### src/rtl/serlink_pkg.sv
package serlink_pkg;

   typedef enum logic [2:0] {
      IDX_CFG   = 3'd0,
      IDX_STAT  = 3'd1,
      IDX_MASK  = 3'd2,
      IDX_DATA  = 3'd3,
      IDX_NIL0  = 3'd4,
      IDX_NIL1  = 3'd5,
      IDX_DIVLO = 3'd6,
      IDX_DIVHI = 3'd7
   } reg_idx_e;

   localparam int          WORD_W   = 16;
   localparam int          DIV_W    = 20;
   localparam int          DIV_HI_W = DIV_W - WORD_W;
   localparam int          FLAG_W   = 4;
   localparam logic [15:0] CFG_KEEP = 16'h3F1F;

endpackage

### src/rtl/serlink_fifo.sv
module serlink_fifo #(
   parameter int W     = 8,
   parameter int DEPTH = 4,
   localparam int AW   = (DEPTH > 1) ? $clog2(DEPTH) : 1,
   localparam int CW   = $clog2(DEPTH) + 1
) (
   input  logic          clk_i,
   input  logic          rst_i,
   input  logic          push_i,
   input  logic [W-1:0]  data_i,
   input  logic          pop_i,
   output logic [W-1:0]  head_o,
   output logic          empty_o,
   output logic          full_o,
   output logic [CW-1:0] count_o
);

   generate
      if (DEPTH < 2 || (DEPTH & (DEPTH - 1)) != 0) begin : g_bad_depth
         $error("serlink_fifo: DEPTH must be a power of two of at least 2");
      end
   endgenerate

   localparam logic [CW-1:0] FULL_CNT = CW'(DEPTH);

   logic [W-1:0]  mem [DEPTH];
   logic [AW-1:0] wr_ptr, rd_ptr;
   logic [CW-1:0] cnt;
   logic          do_push, do_pop;

   assign empty_o = (cnt == '0);
   assign full_o  = (cnt == FULL_CNT);
   assign do_push = push_i && !full_o;
   assign do_pop  = pop_i && !empty_o;
   assign head_o  = mem[rd_ptr];
   assign count_o = cnt;

   always_ff @(posedge clk_i) begin
      if (rst_i) begin
         wr_ptr <= '0;
         rd_ptr <= '0;
         cnt    <= '0;
      end else begin
         if (do_push) wr_ptr <= wr_ptr + 1'b1;
         if (do_pop)  rd_ptr <= rd_ptr + 1'b1;
         case ({do_push, do_pop})
            2'b10:   cnt <= cnt + 1'b1;
            2'b01:   cnt <= cnt - 1'b1;
            default: cnt <= cnt;
         endcase
      end
   end

   always_ff @(posedge clk_i) begin
      if (do_push) mem[wr_ptr] <= data_i;
   end

endmodule

### src/rtl/serlink_status.sv
module serlink_status
   import serlink_pkg::*;
#(
   parameter bit REG_IRQ = 1'b0
) (
   input  logic              clk_i,
   input  logic              rst_i,
   input  logic              rx_empty_i,
   input  logic              rx_full_i,
   input  logic              tx_empty_i,
   input  logic              tx_full_i,
   input  logic [FLAG_W-1:0] mask_i,
   output logic [WORD_W-1:0] status_o,
   output logic              irq_o
);

   logic [FLAG_W-1:0] flags;
   logic              hit;

   assign flags    = {~tx_full_i, tx_empty_i, rx_full_i, ~rx_empty_i};
   assign status_o = {(|flags), {(WORD_W - FLAG_W - 1){1'b0}}, flags};
   assign hit      = |(flags & mask_i);

   generate
      if (REG_IRQ) begin : g_irq_reg
         logic irq_q;
         always_ff @(posedge clk_i) begin
            if (rst_i) irq_q <= 1'b0;
            else       irq_q <= hit;
         end
         assign irq_o = irq_q;
      end else begin : g_irq_comb
         assign irq_o = hit;
      end
   endgenerate

endmodule

### src/rtl/serlink_regfile.sv
module serlink_regfile
   import serlink_pkg::*;
#(
   parameter int DATA_W         = 8,
   parameter int RX_DEPTH       = 4,
   parameter int TX_DEPTH       = 4,
   parameter bit IRQ_REGISTERED = 1'b0
) (
   input  logic              clk_i,
   input  logic              rst_i,
   input  logic              cyc_i,
   input  logic              stb_i,
   input  logic              we_i,
   input  logic [3:0]        adr_i,
   input  logic [15:0]       dat_i,
   output logic [15:0]       dat_o,
   output logic              ack_o,
   output logic              irq_o,
   input  logic              rx_push_i,
   input  logic [DATA_W-1:0] rx_data_i,
   output logic              rx_full_o,
   input  logic              tx_pop_i,
   output logic [DATA_W-1:0] tx_data_o,
   output logic              tx_valid_o,
   output logic [15:0]       cfg_o,
   output logic [19:0]       divisor_o
);

   generate
      if (DATA_W < 1 || DATA_W > WORD_W) begin : g_bad_width
         $error("serlink_regfile: DATA_W must lie between 1 and 16");
      end
   endgenerate

   localparam int RX_CW = $clog2(RX_DEPTH) + 1;
   localparam int TX_CW = $clog2(TX_DEPTH) + 1;

   logic              acc, wr, rd;
   reg_idx_e          idx;
   logic [WORD_W-1:0] cfg_q;
   logic [FLAG_W-1:0] mask_q;
   logic [DIV_W-1:0]  div_q;
   logic [WORD_W-1:0] status;
   logic              rx_empty, rx_full, tx_empty, tx_full;
   logic [DATA_W-1:0] rx_head;
   logic [RX_CW-1:0]  rx_cnt;
   logic [TX_CW-1:0]  tx_cnt;
   logic              rx_pop, tx_push;

   assign acc     = cyc_i && stb_i;
   assign wr      = acc && we_i;
   assign rd      = acc && !we_i;
   assign idx     = reg_idx_e'(adr_i[3:1]);
   assign ack_o   = acc;
   assign rx_pop  = rd && (idx == IDX_DATA);
   assign tx_push = wr && (idx == IDX_DATA);

   always_ff @(posedge clk_i) begin
      if (rst_i) begin
         cfg_q  <= '0;
         mask_q <= '0;
         div_q  <= '0;
      end else if (wr) begin
         case (idx)
            IDX_CFG:   cfg_q  <= dat_i & CFG_KEEP;
            IDX_MASK:  mask_q <= dat_i[FLAG_W-1:0];
            IDX_DIVLO: div_q[WORD_W-1:0] <= dat_i;
            IDX_DIVHI: div_q[DIV_W-1:WORD_W] <= dat_i[DIV_HI_W-1:0];
            default:   ;
         endcase
      end
   end

   serlink_fifo #(.W(DATA_W), .DEPTH(RX_DEPTH)) u_rxq (
      .clk_i   (clk_i),
      .rst_i   (rst_i),
      .push_i  (rx_push_i),
      .data_i  (rx_data_i),
      .pop_i   (rx_pop),
      .head_o  (rx_head),
      .empty_o (rx_empty),
      .full_o  (rx_full),
      .count_o (rx_cnt)
   );

   serlink_fifo #(.W(DATA_W), .DEPTH(TX_DEPTH)) u_txq (
      .clk_i   (clk_i),
      .rst_i   (rst_i),
      .push_i  (tx_push),
      .data_i  (dat_i[DATA_W-1:0]),
      .pop_i   (tx_pop_i),
      .head_o  (tx_data_o),
      .empty_o (tx_empty),
      .full_o  (tx_full),
      .count_o (tx_cnt)
   );

   serlink_status #(.REG_IRQ(IRQ_REGISTERED)) u_stat (
      .clk_i      (clk_i),
      .rst_i      (rst_i),
      .rx_empty_i (rx_empty),
      .rx_full_i  (rx_full),
      .tx_empty_i (tx_empty),
      .tx_full_i  (tx_full),
      .mask_i     (mask_q),
      .status_o   (status),
      .irq_o      (irq_o)
   );

   always_comb begin
      dat_o = '0;
      case (idx)
         IDX_CFG:   dat_o = cfg_q;
         IDX_STAT:  dat_o = status;
         IDX_MASK:  dat_o[FLAG_W-1:0] = mask_q;
         IDX_DATA:  if (!rx_empty) dat_o[DATA_W-1:0] = rx_head;
         IDX_DIVLO: dat_o = div_q[WORD_W-1:0];
         IDX_DIVHI: dat_o[DIV_HI_W-1:0] = div_q[DIV_W-1:WORD_W];
         default:   dat_o = '0;
      endcase
   end

   assign rx_full_o  = rx_full;
   assign tx_valid_o = !tx_empty;
   assign cfg_o      = cfg_q;
   assign divisor_o  = div_q;

endmodule


### config.mk
export PLATFORM = sky130hd
export DESIGN_NAME = serlink_regfile
export DESIGN_NICKNAME = d
export VERILOG_FILES = /design/src/rtl/serlink_pkg.sv /design/src/rtl/serlink_fifo.sv /design/src/rtl/serlink_status.sv /design/src/rtl/serlink_regfile.sv
export SDC_FILE = /design/constraint.sdc
export NUM_CORES = 1
export LEC_CHECK = 0
export CAP_MARGIN = 20
export CORE_ASPECT_RATIO = 1.5
export CORE_MARGIN = 2
export CORE_UTILIZATION = 58
export DETAILED_ROUTE_END_ITERATION = 12
export DONT_BUFFER_PORTS = 1
export HOLD_SLACK_MARGIN = 0.1
export PLACE_DENSITY = 0.76
export RECOVER_POWER = 25
export SLEW_MARGIN = 40
export SYNTH_ARGS = -nofsm -noshare
export SYNTH_HDL_FRONTEND = slang
export SYNTH_SLANG_ARGS = --single-unit
### constraint.sdc
create_clock -name clk_i -period 5 [get_ports clk_i]
set_clock_uncertainty 0.05 [all_clocks]
set_input_delay 0.75 -clock clk_i [delete_from_list [all_inputs] [get_ports clk_i]]
set_output_delay 0.75 -clock clk_i [all_outputs]
set_load 0.01 [all_outputs]
# ---- After elaboration in Yosys (flattened, before gate mapping)
# Memories as Yosys holds them, arrays and structs flattened. A register that Yosys moved wholly into a read port is not among the register bits.
# Cells that the tools add are included.
dict set report totals {
  reg_bits 49
  ram_bits 64
  out_inout_bits 64
  inputBits 35
  mem_count 2
}
# name depth width rd rd_clocked_by_memory_dff wr line
set mem_list {}
lappend mem_list {u_rxq.mem 4 8 1 1 1 serlink_fifo.sv:26} ;# logic [W-1:0] mem [DEPTH];
lappend mem_list {u_txq.mem 4 8 1 1 1 serlink_fifo.sv:26}
dict set report classes {
  bitwise 3
  n_eq_ne 11
  n_mux 14
  reduce_logical 25
  addsub 8
}
# op n
set ops {}
lappend ops {{4-bit case mux with 6 select lines} 1}
lappend ops {{8-bit case mux with 3 select lines} 1}
lappend ops {{3-bit == test (second input constant)} 4}
lappend ops {{3-bit case mux with 2 select lines} 2}
lappend ops {{4-bit case mux with 3 select lines} 1}
lappend ops {{1-bit logical AND} 9}
lappend ops {{3-bit logical NOT} 3}
lappend ops {{2-bit by 1-bit adder with 2-bit output (second input constant)} 4}
lappend ops {{2-bit two-way mux} 4}
lappend ops {{8-bit two-way mux} 1}
lappend ops {{2-bit AND reduction} 4}
lappend ops {{4-bit OR reduction} 2}
lappend ops {{3-bit by 1-bit adder with 3-bit output (second input constant)} 2}
lappend ops {{3-bit by 2-bit == test with 1-bit output (second input constant)} 2}
lappend ops {{3-bit by 1-bit subtractor with 3-bit output (second input constant)} 2}
lappend ops {{1-bit logical NOT} 5}
lappend ops {{4-bit bitwise AND} 1}
lappend ops {{2-bit by 1-bit == test with 1-bit output (second input constant)} 2}
lappend ops {{2-bit == test (second input constant)} 2}
lappend ops {{1-bit two-way mux} 4}
lappend ops {{2-bit nonzero test} 2}
lappend ops {{3-bit by 1-bit == test with 1-bit output (second input constant)} 1}
lappend ops {{1-bit inverter} 2}

# ---- Logic depth before layout (Yosys ltp)
# Gate-level depths: netlist (run 1).
dict set report depth {
  word_depth 6
  depth_mapped 11
}

# ---- Cells and area by module
# From an unflattened synthesis (run 1), not the netlist that was laid out.
dict set report unflattened {
  hier_cells 433
  area_unflattened_um2 5440.2
}
# module seq_area_each_um2 area_each_um2 n_inst cells_each
set modules_own_cells {}
lappend modules_own_cells {serlink_fifo 1141.1 1635.3 2 96}
lappend modules_own_cells {serlink_regfile 700.7 2026.9 1 219}
lappend modules_own_cells {serlink_status 0.0 142.6 1 22}

# ---- Worst setup path before layout (run 1)
# Ideal clock, no wire load.
dict set report synth_timing {
  path_kind {in2reg}
  from {in adr_i[3]}
  to {reg u_rxq.cnt[2], in the netlist u_rxq.count_o[2]}
  arrival_time_ps 2498
  slack_ps 2381
  path_stages 9
  n_path_buf 1
  cell_sequence {buf_6 > nand3b_4 > nor4b_4 > ha_1 > inv_1 > fa_1 > xor2_1 > or3_1 > a21oi_1}
}
dict set report synth_between {
  elab_chain_len 5
}
# element line
set synth_rtl {}
lappend synth_rtl {{from (decl)} serlink_regfile.sv:14} ;# input logic [3:0] adr_i,
lappend synth_rtl {{3-bit by 2-bit == test with 1-bit output (*)} serlink_regfile.sv:55} ;# assign rx_pop = rd && (idx == IDX_DATA);
lappend synth_rtl {{1-bit logical AND (*)} serlink_regfile.sv:55}
lappend synth_rtl {{1-bit logical AND (*)} serlink_fifo.sv:34} ;# assign do_pop = pop_i && !empty_o;
lappend synth_rtl {{2-bit by 1-bit == test with 1-bit output / 2-bit == test (equally long branches)} serlink_fifo.sv:46} ;# case ({do_push, do_pop})
lappend synth_rtl {{3-bit case mux with 2 select lines / 2-bit nonzero test (equally long branches)} n/a}
lappend synth_rtl {{to (signal assigned)} serlink_fifo.sv:47} ;# 2'b10: cnt <= cnt + 1'b1;
lappend synth_rtl {{to (signal assigned)} serlink_fifo.sv:48} ;# 2'b01: cnt <= cnt - 1'b1;
lappend synth_rtl {{to (signal assigned)} serlink_fifo.sv:49} ;# default: cnt <= cnt;
lappend synth_rtl {{to (decl)} serlink_fifo.sv:28} ;# logic [CW-1:0] cnt;
# Mark *: on every way between the ends. The rest lies on a longest branch, timed or not.
# A chain may end at the register's enable or synchronous reset.

==> summary.md, run 1 <==
| Metric | Value |
|---|---|
| Routed Antenna Nets | 0 |
| Core area | 8723 µm² |
| Global-route wire length before repair | 17.37 mm |
| Pin slew with the least headroom to its limit | 0.8127 ns |
| Worst-path clk slew | 0.05 ns |
| P per Cell Area | 406.2 nW/µm² |
| Tmin final | 2.826 ns |
| Synth top area cells | edfxtp_1 (37%), dfxtp_1 (21%), mux4_2 (4.8%), a21oi_1 (4.2%), o21ai_0 (3.7%) |
| Post-CTS resize count | 0 |
| Routed WL | 11.07 mm |
| Outcome | completed |
| Ys Warns | 0 |
| Clock power frac | 51.9% |
| Pins Over Slew Limit | 0 |
| TNS Setup | 0 ns |
| Worst reg2reg path depth | 10 |
| Final setup fails | 0 |
| Finished Core Util | 65.81% |
| Hold path depth | 1 |
| Number of port buffers | 0 |
| Max cap viols | 0 |
| Synth cell types | 54 |
| Top-area cell type share of the netlist area | 37.30% |
| Sequential share of the synthesized area | 57.89% |
| HPWL after DPL | 7.786 mm |
| Mapped Cells | 419 |
| WS Path Type | flop to primary output |
| Initial Util | 59.06% |
| Initial antenna violation count | 0 |
| Largest net degree at the start of global routing | 53 |
| Global route overflow | 0 |
| # nets final | 457 |
| Area Overhead vs Synth | 11.41% |
| CTS Buffer Depth | 2 |
| Root buf cell | clkbuf_16 |
| Final Hold Slack | 0.3562 ns |
| Vias/cell | 6.306 |
| Layout cells sized above 1 | 13.24% |
| Worst skew pair latency | 0.41 ns |
| Max Clk Rate | 353.9 MHz |
| Pre-antenna DRT Iters | 4 |
| Post-Syn Area per Cell | 12.30 µm² |
| Slew HR | 45.76% |
| Drc violations | 0 |
| Die span in y | 119.4 µm |
| Sequential power share | 44.7% |
| GR met1 Demand/Resource | 25.47% |
| GR Layer Usage met3 | 10.61% |
| Die ar. | 9669 µm² |
| Final Hold Fails | 0 |
| Setup crit start kind | flop |
| Clock Sinks | 117 |
| Critical path arrival | 2.03 ns |
| Register bit total from synthesis | 117 |
| Post-CTS Hold Fix Bufs | 0 |
| CP endpoint kind | primary output |
| Worst Path Required | 4.20 ns |
| Mapped Area | 5152 µm² |
| Sw Ratio | 20.45% |
| Class of the worst hold path | input port to flop |
| Yosys top cell by area | edfxtp_1 |
| Gate power share | 3.3% |
| RSZ-0062 raised after global routing | no |
| Main synth FF type | edfxtp_1 |
| Post-synth ARST share | 0% |
| Peak supply drop | 0.4375 mV |
| Non-Filler Instances | 533 |
| Overall Global Routing Usage | 24.55% |
| Critical Path Fanout Max | 8 |
| Rows | 42 |
| Most used routing layer | met2 |
| Internal power | 1855 µW |
| Width of the chip | 80.96 µm |
| FILL cells | 661 |
| Vias in the first global route | 3,340 |
| Antenna diodes | 0 |
| Met2 usage | 42.10% |
| Initial drt markers | 252 |
| Post-synth EDFFs | 64 |
| TritonCTS clock tree | yes |
| CTS Buf Count | 17 |
| Post-CTS Setup Bufs | 0 |
| DR vias | 3,361 |
| Fin crit share | 56.52% |
| Number of H-tree levels | 4 |
| Pleak | 0.001946 µW |
| IO Pins | 99 |
| Placed cell count | 501 |
| Switching pwr | 477.0 µW |
| Avg WL per Cell | 20.78 µm |
| GPL Wtd Cong | 0.8106 |
## logic make-up after synthesis
family	after synthesis	share of synthesized area, %
buffers and inverters	52	5.002
adder cells (fa/ha/maj)	12	3.205
other	1	0.07278
AND/OR/NAND/NOR	94	11.02
flip-flops	117	57.89
AO/OA/AOI/OAI	112	12.60
multiplexers	25	9.179
XOR/XNOR	6	1.020
## per-stage QoR
stage	area [µm²]	total power (µW)	setup WS, ns
finish	5741	2332	2.174
global route	5741	2392	2.095
CTS	5741	2344	2.127
detailed placement	5139	1140	2.307
global placement	5119	1137	2.289
floorplan	5167	1138	2.381
## state kept, by name, indices dropped and copies added (netlist names), named ones only
name,cells
u_txq.mem,32
u_rxq.rd_ptr,2
divisor_o,20
u_rxq.mem,32
u_txq.wr_ptr,2
u_txq.count_o,3
u_txq.rd_ptr,2
u_rxq.count_o,3
cfg_o,11
mask_q,4
u_rxq.wr_ptr,2
## path summary, 6_finish.rpt
kind	startpoint	to	slack, ns
worst max register to register	u_rxq.count_o[2]	u_rxq.count_o[2]	2.47
worst max-delay path	flop	dat_o[2]	2.17
worst min-delay path	rst_i	u_rxq.count_o[2]	0.36
worst min register to register	u_rxq.rd_ptr[1]	u_rxq.rd_ptr[1]	0.45
## power groups by stage
stage                     Sequential [µW]  Clock, µW  Combinational, µW
after floorplan                      1060          0               79.6
after global placement               1060          0               75.9
after detailed placement             1060          0               77.7
after CTS                            1040       1220               78.0
after global routing                 1040       1260               85.8
final                                1040       1210               78.0
## per-layer routing
metal	part of all wire (%)	vias to the layer above
li1	-	1559
met1	35	1629
met2	54	138
met3	7.4	35
met4	3.8	0
met5	0	-
## placed cells by master, fill, tap and decap left out, types with 3 or more instances in the layout
cell,Yosys,routed
mux4_2,11,11
and3_1,4,4
dfxtp_1,53,53
a22oi_1,7,7
or4_1,3,3
inv_1,17,17
bufinv_16,0,3
nor2_1,19,19
mux2i_1,6,6
mux4_1,5,5
or3_1,3,3
nor3_1,4,4
o21ai_0,38,38
clkbuf_16,0,17
o32ai_1,3,3
clkinv_4,0,4
mux2_2,3,3
and2_1,7,7
conb_1,1,5
a22o_1,3,3
nand3_1,37,37
xor2_1,6,6
a211o_1,3,3
a21oi_1,43,43
clkinv_2,0,3
edfxtp_1,64,64
o31ai_1,4,4
ha_1,10,10
## layout make-up
class | instances | area [µm²] | area share, %
Tap cell | 110 | 137.6 | 2.398
Inverter | 17 | 63.81 | 1.112
Sequential cell | 117 | 2983 | 51.96
Multi-Input combinational cell | 254 | 1928 | 33.59
Clock inverter | 12 | 155.1 | 2.703
Timing Repair Buffer | 3 | 26.28 | 0.4577
Clock buffer | 20 | 446.7 | 7.781
## Yosys cell counts, types with 5 or more instances
| cell type | count |
|---|---|
| buf_2 | 7 |
| clkbuf_1 | 14 |
| inv_1 | 17 |
| nand3_1 | 37 |
| xor2_1 | 6 |
| buf_4 | 8 |
| and2_1 | 7 |
| mux4_1 | 5 |
| a22oi_1 | 7 |
| edfxtp_1 | 64 |
| dfxtp_1 | 53 |
| mux4_2 | 11 |
| mux2i_1 | 6 |
| nor2_1 | 19 |
| ha_1 | 10 |
| a21oi_1 | 43 |
| o21ai_0 | 38 |
## critical path, cell delays in order (launching register included)
cell and delay [ns]:
dfxtp_1 0.61, mux4_1 0.62, a211o_1 0.38
Power figures use the tool's default switching activity.
==> run 2, diff against run 1 <==
==> constraint.sdc (replaced) <==
create_clock -name clk_i -period 2.8 [get_ports clk_i]
set_clock_uncertainty 0.05 [all_clocks]
set_input_delay 0.42 -clock clk_i [delete_from_list [all_inputs] [get_ports clk_i]]
set_output_delay 0.42 -clock clk_i [all_outputs]
set_load 0.01 [all_outputs]
==> run 2 against run 1 <==
Critical path type unchanged. First-iteration DRC count up 57%. Clock-buffer cell count down 1. Worst hold slack worse by 0.24 ns. Register-to-register slack worse by 2.1 ns. Die area unchanged. Largest power group unchanged. Critical path depth unchanged. Worst setup slack worse by 1.9 ns. Wire length up 6.2%. Sequential share of layout area down 2.4 points. Final area up 4.8%. Power up 79%. Sequential power up 79%. Critical endpoint unchanged.
==> summary.md, run 2 (same netlist as run 1, synthesis figures left out) <==
| Metric | Value |
|---|---|
| Setup crit start kind | flop |
| P per Cell Area | 692.1 nW/µm² (+70%) |
| DR vias | 3,583 (+6.6%) |
| IO Pins | 99 (unchanged) |
| Worst skew pair latency | 0.41 ns (about the same) |
| Commonest non-fill, non-tap cells in the layout | edfxtp_1 (64), dfxtp_1 (53), a21oi_1 (43), o21ai_0 (38), nand3_1 (37) |
| RSZ-0062 raised after global routing | no |
| CTS Buffer Depth | 2 (unchanged) |
| Largest net degree at the start of global routing | 50 (-5.7%) |
| Outcome | completed |
| Post-Place Worst Slack | 0.3772 ns (-1.930 ns) |
| Vias in the first global route | 3,537 (+5.9%) |
| Layout cells sized above 1 | 13.27% (+0.036 points) |
| Initial drt markers | 396 (+57%) |
| Number of port buffers | 0 (unchanged) |
| FF/Latch Area | 2983 µm² (unchanged) |
| Critical path arrival | 2.02 ns (about the same) |
| Global-route wire length before repair | 18.55 mm (+6.8%) |
| Fin crit share | 88.95% |
| Drc violations | 0 (unchanged) |
| Routed Antenna Nets | 0 (unchanged) |
| CP endpoint kind | primary output |
| Final Hold Fails | 0 (unchanged) |
| Core area | 8723 µm² (unchanged) |
| Pleak | 0.002063 µW (+6.0%) |
| Initial Util | 59.06% (unchanged) |
| Final setup slack of the worst path | 0.3093 ns (-1.865 ns) |
| Die span in y | 119.4 µm (unchanged) |
| TritonCTS clock tree | yes |
| Tmin final | 2.491 ns |
| Max cap viols | 0 (unchanged) |
| Post-CTS resize count | 0 (unchanged) |
| Rows | 42 (unchanged) |
| Antenna diodes | 0 (unchanged) |
| WS Path Type | flop to primary output |
| Initial antenna violation count | 0 (unchanged) |
| Avg WL per Cell | 20.92 µm (+0.68%) |
| Overall Global Routing Usage | 26.01% (+1.5 points) |
| Worst-path clk slew | 0.05 ns (about the same) |
| Peak supply drop | 0.6117 mV (+40%) |
| Max Clk Rate | 401.5 MHz |
| Global route overflow | 0 (unchanged) |
| Number of H-tree levels | 4 (unchanged) |
| Pre-antenna DRT Iters | 5 (+1) |
| GPL Wtd Cong | 0.8916 (+10%) |
| Final setup fails | 0 (unchanged) |
| Sw Ratio | 21.43% (+0.98 points) |
| Root buf cell | clkbuf_16 |
| Vias/cell | 6.375 (+1.1%) |
| Sequential power share | 44.7% (about the same) |
| HPWL after DPL | 7.770 mm (-0.21%) |
| Clock power frac | 50.4% (-1.5 points) |
| Width of the chip | 80.96 µm (unchanged) |
| Gate power share | 4.9% (+1.6 points) |
| Routed WL | 11.76 mm (+6.2%) |
| Critical Path Fanout Max | 8 (unchanged) |
| Class of the worst hold path | input port to flop |
| Slew HR | 6.866% (-39 points) |
| Pins Over Slew Limit | 0 (unchanged) |
| Pin slew with the least headroom to its limit | 1.397 ns (+0.5843 ns) |
| Final Hold Slack | 0.1118 ns (-0.2444 ns) |
| Switching pwr | 892.6 µW (+87%) |
| Internal power | 3272 µW (+76%) |
| Footprint of the multi-input gates | 1927 µm² (about the same) |
| Most common cell after layout, fill and taps aside | edfxtp_1 |
| CTS Buf Count | 17 (unchanged) |
| Die ar. | 9669 µm² (unchanged) |
| Post-CTS Setup Bufs | 0 (unchanged) |
| Clock Sinks | 117 (unchanged) |
| Worst Path Required | 2.33 ns (-1.87 ns) |
| Area Overhead vs Synth | 16.78% |
| TNS Setup | 0 ns (unchanged) |
| # nets final | 486 (+6.3%) |
| FILL cells | 631 (-4.5%) |
| Finished Core Util | 68.98% (+3.2 points) |
[run 2: cell types whose count changed in the layout (fill, tap and decap cells not counted)]
cell	change
dlygate4sd3_1	+24
buf_4	+3
clkinv_4	-3
buf_12	+2
clkinvlp_4	+2
and4b_1	+1
and4b_2	-1
buf_6	-1
bufinv_16	-1
clkbuf_1	-1
clkbuf_8	+1
clkinv_1	+1
clkinv_2	+1
inv_6	+1
[run 2: timing repair]
action | CTS | global route
setup endpoints to repair | 0 | 0
hold buffers | 25 | 0
endpoints found under the hold margin | 115 | 0
[run 2: metal layers]
metal  wire [µm]  global-route usage [%]
met1        4070                   27.66
met2        6331                   43.80
met3         927                   10.53
met4         427                   12.50
met5           0                       0
[run 2: worst max-delay path, stage by stage, from the launching register on]
cell and delay, ns:
dfxtp_1 0.61, mux4_1 0.62, a211o_1 0.38
[run 2: through the flow]
stage / total power [µW] / cells / instance area (µm²)
2_1_floorplan: 2031 / 423 / 5167
3_3_place_gp: 2040 / 505 / 5176
3_5_place_dp: 2044 / 505 / 5176
4_1_cts: 4183 / 562 / 6021
5_1_grt: 4275 / 562 / 6017
6_report: 4165 / 562 / 6017
[run 2: power groups by stage]
stage	Sequential [µW]	Combinational (µW)	Clock [µW]
6_report	1860	206	2100
5_1_grt	1860	222	2190
4_1_cts	1860	204	2120
3_5_place_dp	1900	147	0
3_3_place_gp	1890	145	0
2_1_floorplan	1890	142	0
[run 2: final cells by class]
type	count	area share (%)
clock buffer	19	7.528
clock inverter	13	2.183
inverter	17	1.061
multi-input combinational	254	32.02
sequential	117	49.57
tap	110	2.287
timing repair buffer	32	5.344
[run 2: path summary, 6_finish.rpt]
path,startpoint,end,slack [ns],cells after the start
worst max-delay path,flop,dat_o[2],0.31,2
worst min-delay path,dat_i[3],divisor_o[3],0.11,2
worst max register to register,u_txq.count_o[2],u_txq.count_o[2],0.35,9
worst min register to register,mask_q[1],mask_q[1],0.46,2
==> run 3, diff against run 2 <==
--- a/config.mk
+++ b/config.mk
@@ -7,7 +7,6 @@
 export LEC_CHECK = 0
 export CAP_MARGIN = 20
 export CORE_ASPECT_RATIO = 1.5
-export CORE_MARGIN = 2
 export CORE_UTILIZATION = 58
 export DETAILED_ROUTE_END_ITERATION = 12
 export DONT_BUFFER_PORTS = 1
==> constraint.sdc (replaced) <==
create_clock -name clk_i -period 2.8 [get_ports clk_i]
set_clock_uncertainty 0.05 [all_clocks]
set_input_delay 0.14 -clock clk_i [delete_from_list [all_inputs] [get_ports clk_i]]
set_output_delay 0.14 -clock clk_i [all_outputs]
set_load 0.01 [all_outputs]
==> run 3 against run 2 <==
Flip-flop and latch count stayed put. Core utilization rose by 3.7 points. Global-route usage increased by 1.1 points. Cell count is 2.1% higher. Critical path depth up 4. Non-clock buffer count rose by 17. Clock power is 3% higher. Combinational power rose by 9.7%. Critical endpoint is now u_txq.wr_ptr[0]. Largest cell class unchanged. Highest routed layer unchanged.
==> summary.md, run 3 (same netlist as run 1, synthesis figures left out) <==
| Metric | Value |
|---|---|
| CP startpoint | adr_i[2] |
| Die span in y | 117.4 µm (-1.7%) |
| Vias in the first global route | 3,512 (-0.71%) |
| Number of port buffers | 0 (unchanged) |
| Vias/cell | 6.239 (-2.1%) |
| WS Path Type | input port to flop |
| Global-route wire length before repair | 18.60 mm (+0.26%) |
| Critical path arrival | 2.91 ns (+0.89 ns) |
| Reg2Reg Setup Slack | 0.26 ns (-0.09 ns) |
| Class of the worst hold path | input port to flop |
| Worst-path cell chain | dlygate4sd3_1 -> nand2b_4 -> dlygate4sd3_1 -> or4_1 -> dlygate4sd3_1 -> a21oi_1 |
| Initial antenna violation count | 0 (unchanged) |
| Pins Over Slew Limit | 0 (unchanged) |
| Worst Path Required | 3.08 ns (+0.75 ns) |
| Post-CTS Setup Bufs | 0 (unchanged) |
| Worst R2R End | u_txq.count_o[2] |
| Rows | 41 (-2.4%) |
| Routed Antenna Nets | 0 (unchanged) |
| Commonest non-fill, non-tap cells in the layout | edfxtp_1 (64), dfxtp_1 (53), a21oi_1 (43), dlygate4sd3_1 (42), o21ai_0 (38) |
| Peak supply drop | 0.6888 mV (+13%) |
| Pre-antenna DRT Iters | 5 (unchanged) |
| Pin slew with the least headroom to its limit | 0.6171 ns (-0.7799 ns) |
| Post-CTS Hold Fix Bufs | 43 (+72%) |
| Slew HR | 58.55% (+52 points) |
| Worst-path clk slew | 0.05 ns (about the same) |
| TNS Setup | 0 ns (unchanged) |
| Max Clk Rate | 381.2 MHz (-5.0%) |
| RSZ-0062 raised after global routing | no |
| Root buf cell | clkbuf_16 |
| WP depth | 6 (+4) |
| GPL Wtd Cong | 0.8381 (-6.0%) |
| Worst reg2reg path depth | 9 (unchanged) |
| Non-Filler Instances | 574 (+2.1%) |
| HPWL after DPL | 7.633 mm (-1.8%) |
| Max cap viols | 0 (unchanged) |
| Die ar. | 9272 µm² (-4.1%) |
| Tmin final | 2.623 ns (+0.1324 ns) |
| Avg WL per Cell | 20.73 µm (-0.92%) |
| Global route overflow | 0 (unchanged) |
| Final Hold Fails | 0 (unchanged) |
| Most common cell after layout, fill and taps aside | edfxtp_1 |
| CTS Buf Count | 17 (unchanged) |
| Placed cell count | 501 (-0.79%) |
| Drc violations | 0 (unchanged) |
| CTS Buffer Depth | 2 (unchanged) |
| TritonCTS clock tree | yes |
| Crit path max-delay cell type | dlygate4sd3_1 |
| FILL cells | 565 (-10%) |
| Area Overhead vs Synth | 20.13% |
| DR vias | 3,581 (-0.056%) |
| Routed WL | 11.90 mm (+1.2%) |
| CP endpoint kind | flop |
| IO Pins | 99 (unchanged) |
| Critical path's top delay family | buffers and inverters |
| Initial Util | 60.51% (+1.4 points) |
| Reg2reg start | u_txq.count_o[2] |
| Initial drt markers | 457 (+15%) |
| Core area | 8516 µm² (-2.4%) |
| Largest net degree at the start of global routing | 53 (+6.0%) |
| P per Cell Area | 687.1 nW/µm² (-0.72%) |
| Setup crit start kind | input port |
| Critical Path End | u_txq.wr_ptr[0] |
| Overall Global Routing Usage | 27.15% (+1.1 points) |
| Post-CTS resize count | 0 (unchanged) |
| Fin crit share | 93.68% (+4.7 points) |
| Clock Sinks | 117 (unchanged) |
| Critical path buffers and inverters | 3 (+3) |
| Peak per-stage delay on the critical path | 0.79 ns (+0.17 ns) |
| # nets final | 503 (+3.5%) |
| Width of the chip | 78.96 µm (-2.5%) |
| Number of H-tree levels | 4 (unchanged) |
| Worst skew pair latency | 0.40 ns (about the same) |
| Final setup fails | 0 (unchanged) |
| Layout cells sized above 1 | 11.56% (-1.7 points) |
| CP dominant cell by count | dlygate4sd3_1 |
| Critical Path Fanout Max | 8 (unchanged) |
| Outcome | completed |
| Pleak | 0.002125 µW (+3.0%) |
| Hold Crit Start | stb_i |
| Antenna diodes | 0 (unchanged) |
## run 3: cell types whose count changed in the layout (fill, tap and decap cells not counted), moves of 2 or more
cell,before,now
bufinv_16,2,4
clkbuf_8,2,0
clkinv_1,1,4
dlygate4sd3_1,24,42
clkinv_2,4,1
## run 3: per-layer routing
metal	global-route usage (%)	share of wire, %	vias up
li1	-	-	1647
met1	27.66	34	1708
met2	47.50	55	186
met3	10.27	7.9	40
met4	13.41	3.7	0
met5	0	0	-
## run 3: worst min path at each step
stage / end / cells past startpoint
after detailed placement: u_txq.count_o[2] / 1
after floorplan: u_rxq.mem[0][0] / 0
after global routing: divisor_o[17] / 3
final: divisor_o[16] / 3
after global placement: u_rxq.wr_ptr[0] / 1
after CTS: divisor_o[16] / 3
## run 3: power breakdown
| group | total [µW] | internal (µW) | leakage, µW | switching [µW] |
|---|---|---|---|---|
| combinational | 226 | 92.4 | 0.000838 | 134 |
| sequential | 1860 | 1840 | 0.00101 | 20.2 |
| clock | 2160 | 1460 | 0.000278 | 703 |
## run 3: through the flow
step / instance area [µm²] / util [%] / total power [µW] / hold slack [ns] / setup slack [ns]
floorplan: 5167 / - / 2031 / 0.1889 / 0.4638
global placement: 5152 / 60.51 / 2035 / 0.1646 / 0.4778
detailed placement: 5152 / 60.51 / 2041 / 0.1653 / 0.3858
CTS: 6185 / 72.63 / 4265 / 0.1127 / 0.2959
global route: 6190 / 72.69 / 4370 / 0.1213 / 0.06109
finish: 6190 / 72.69 / 4253 / 0.1447 / 0.1769
## run 3: worst reg2reg max path: stages, from the launching register on
cell,delay [ns]
dfxtp_1,0.39
nor3b_2,0.44
nor3_1,0.21
inv_1,0.12
ha_1,0.21
inv_1,0.08
fa_1,0.38
xor2_1,0.15
or3_1,0.31
a21oi_1,0.14
## run 3: cell type report
cell class                      count  area (µm²)  area share (%)
Sequential cell                   117        2983           48.19
Multi-Input combinational cell    254        1932           31.21
Timing Repair Buffer               49       485.5           7.843
Clock buffer                       18       429.2           6.933
Clock inverter                     12       162.7           2.628
Tap cell                          107       133.9           2.163
Inverter                           17       63.81           1.031
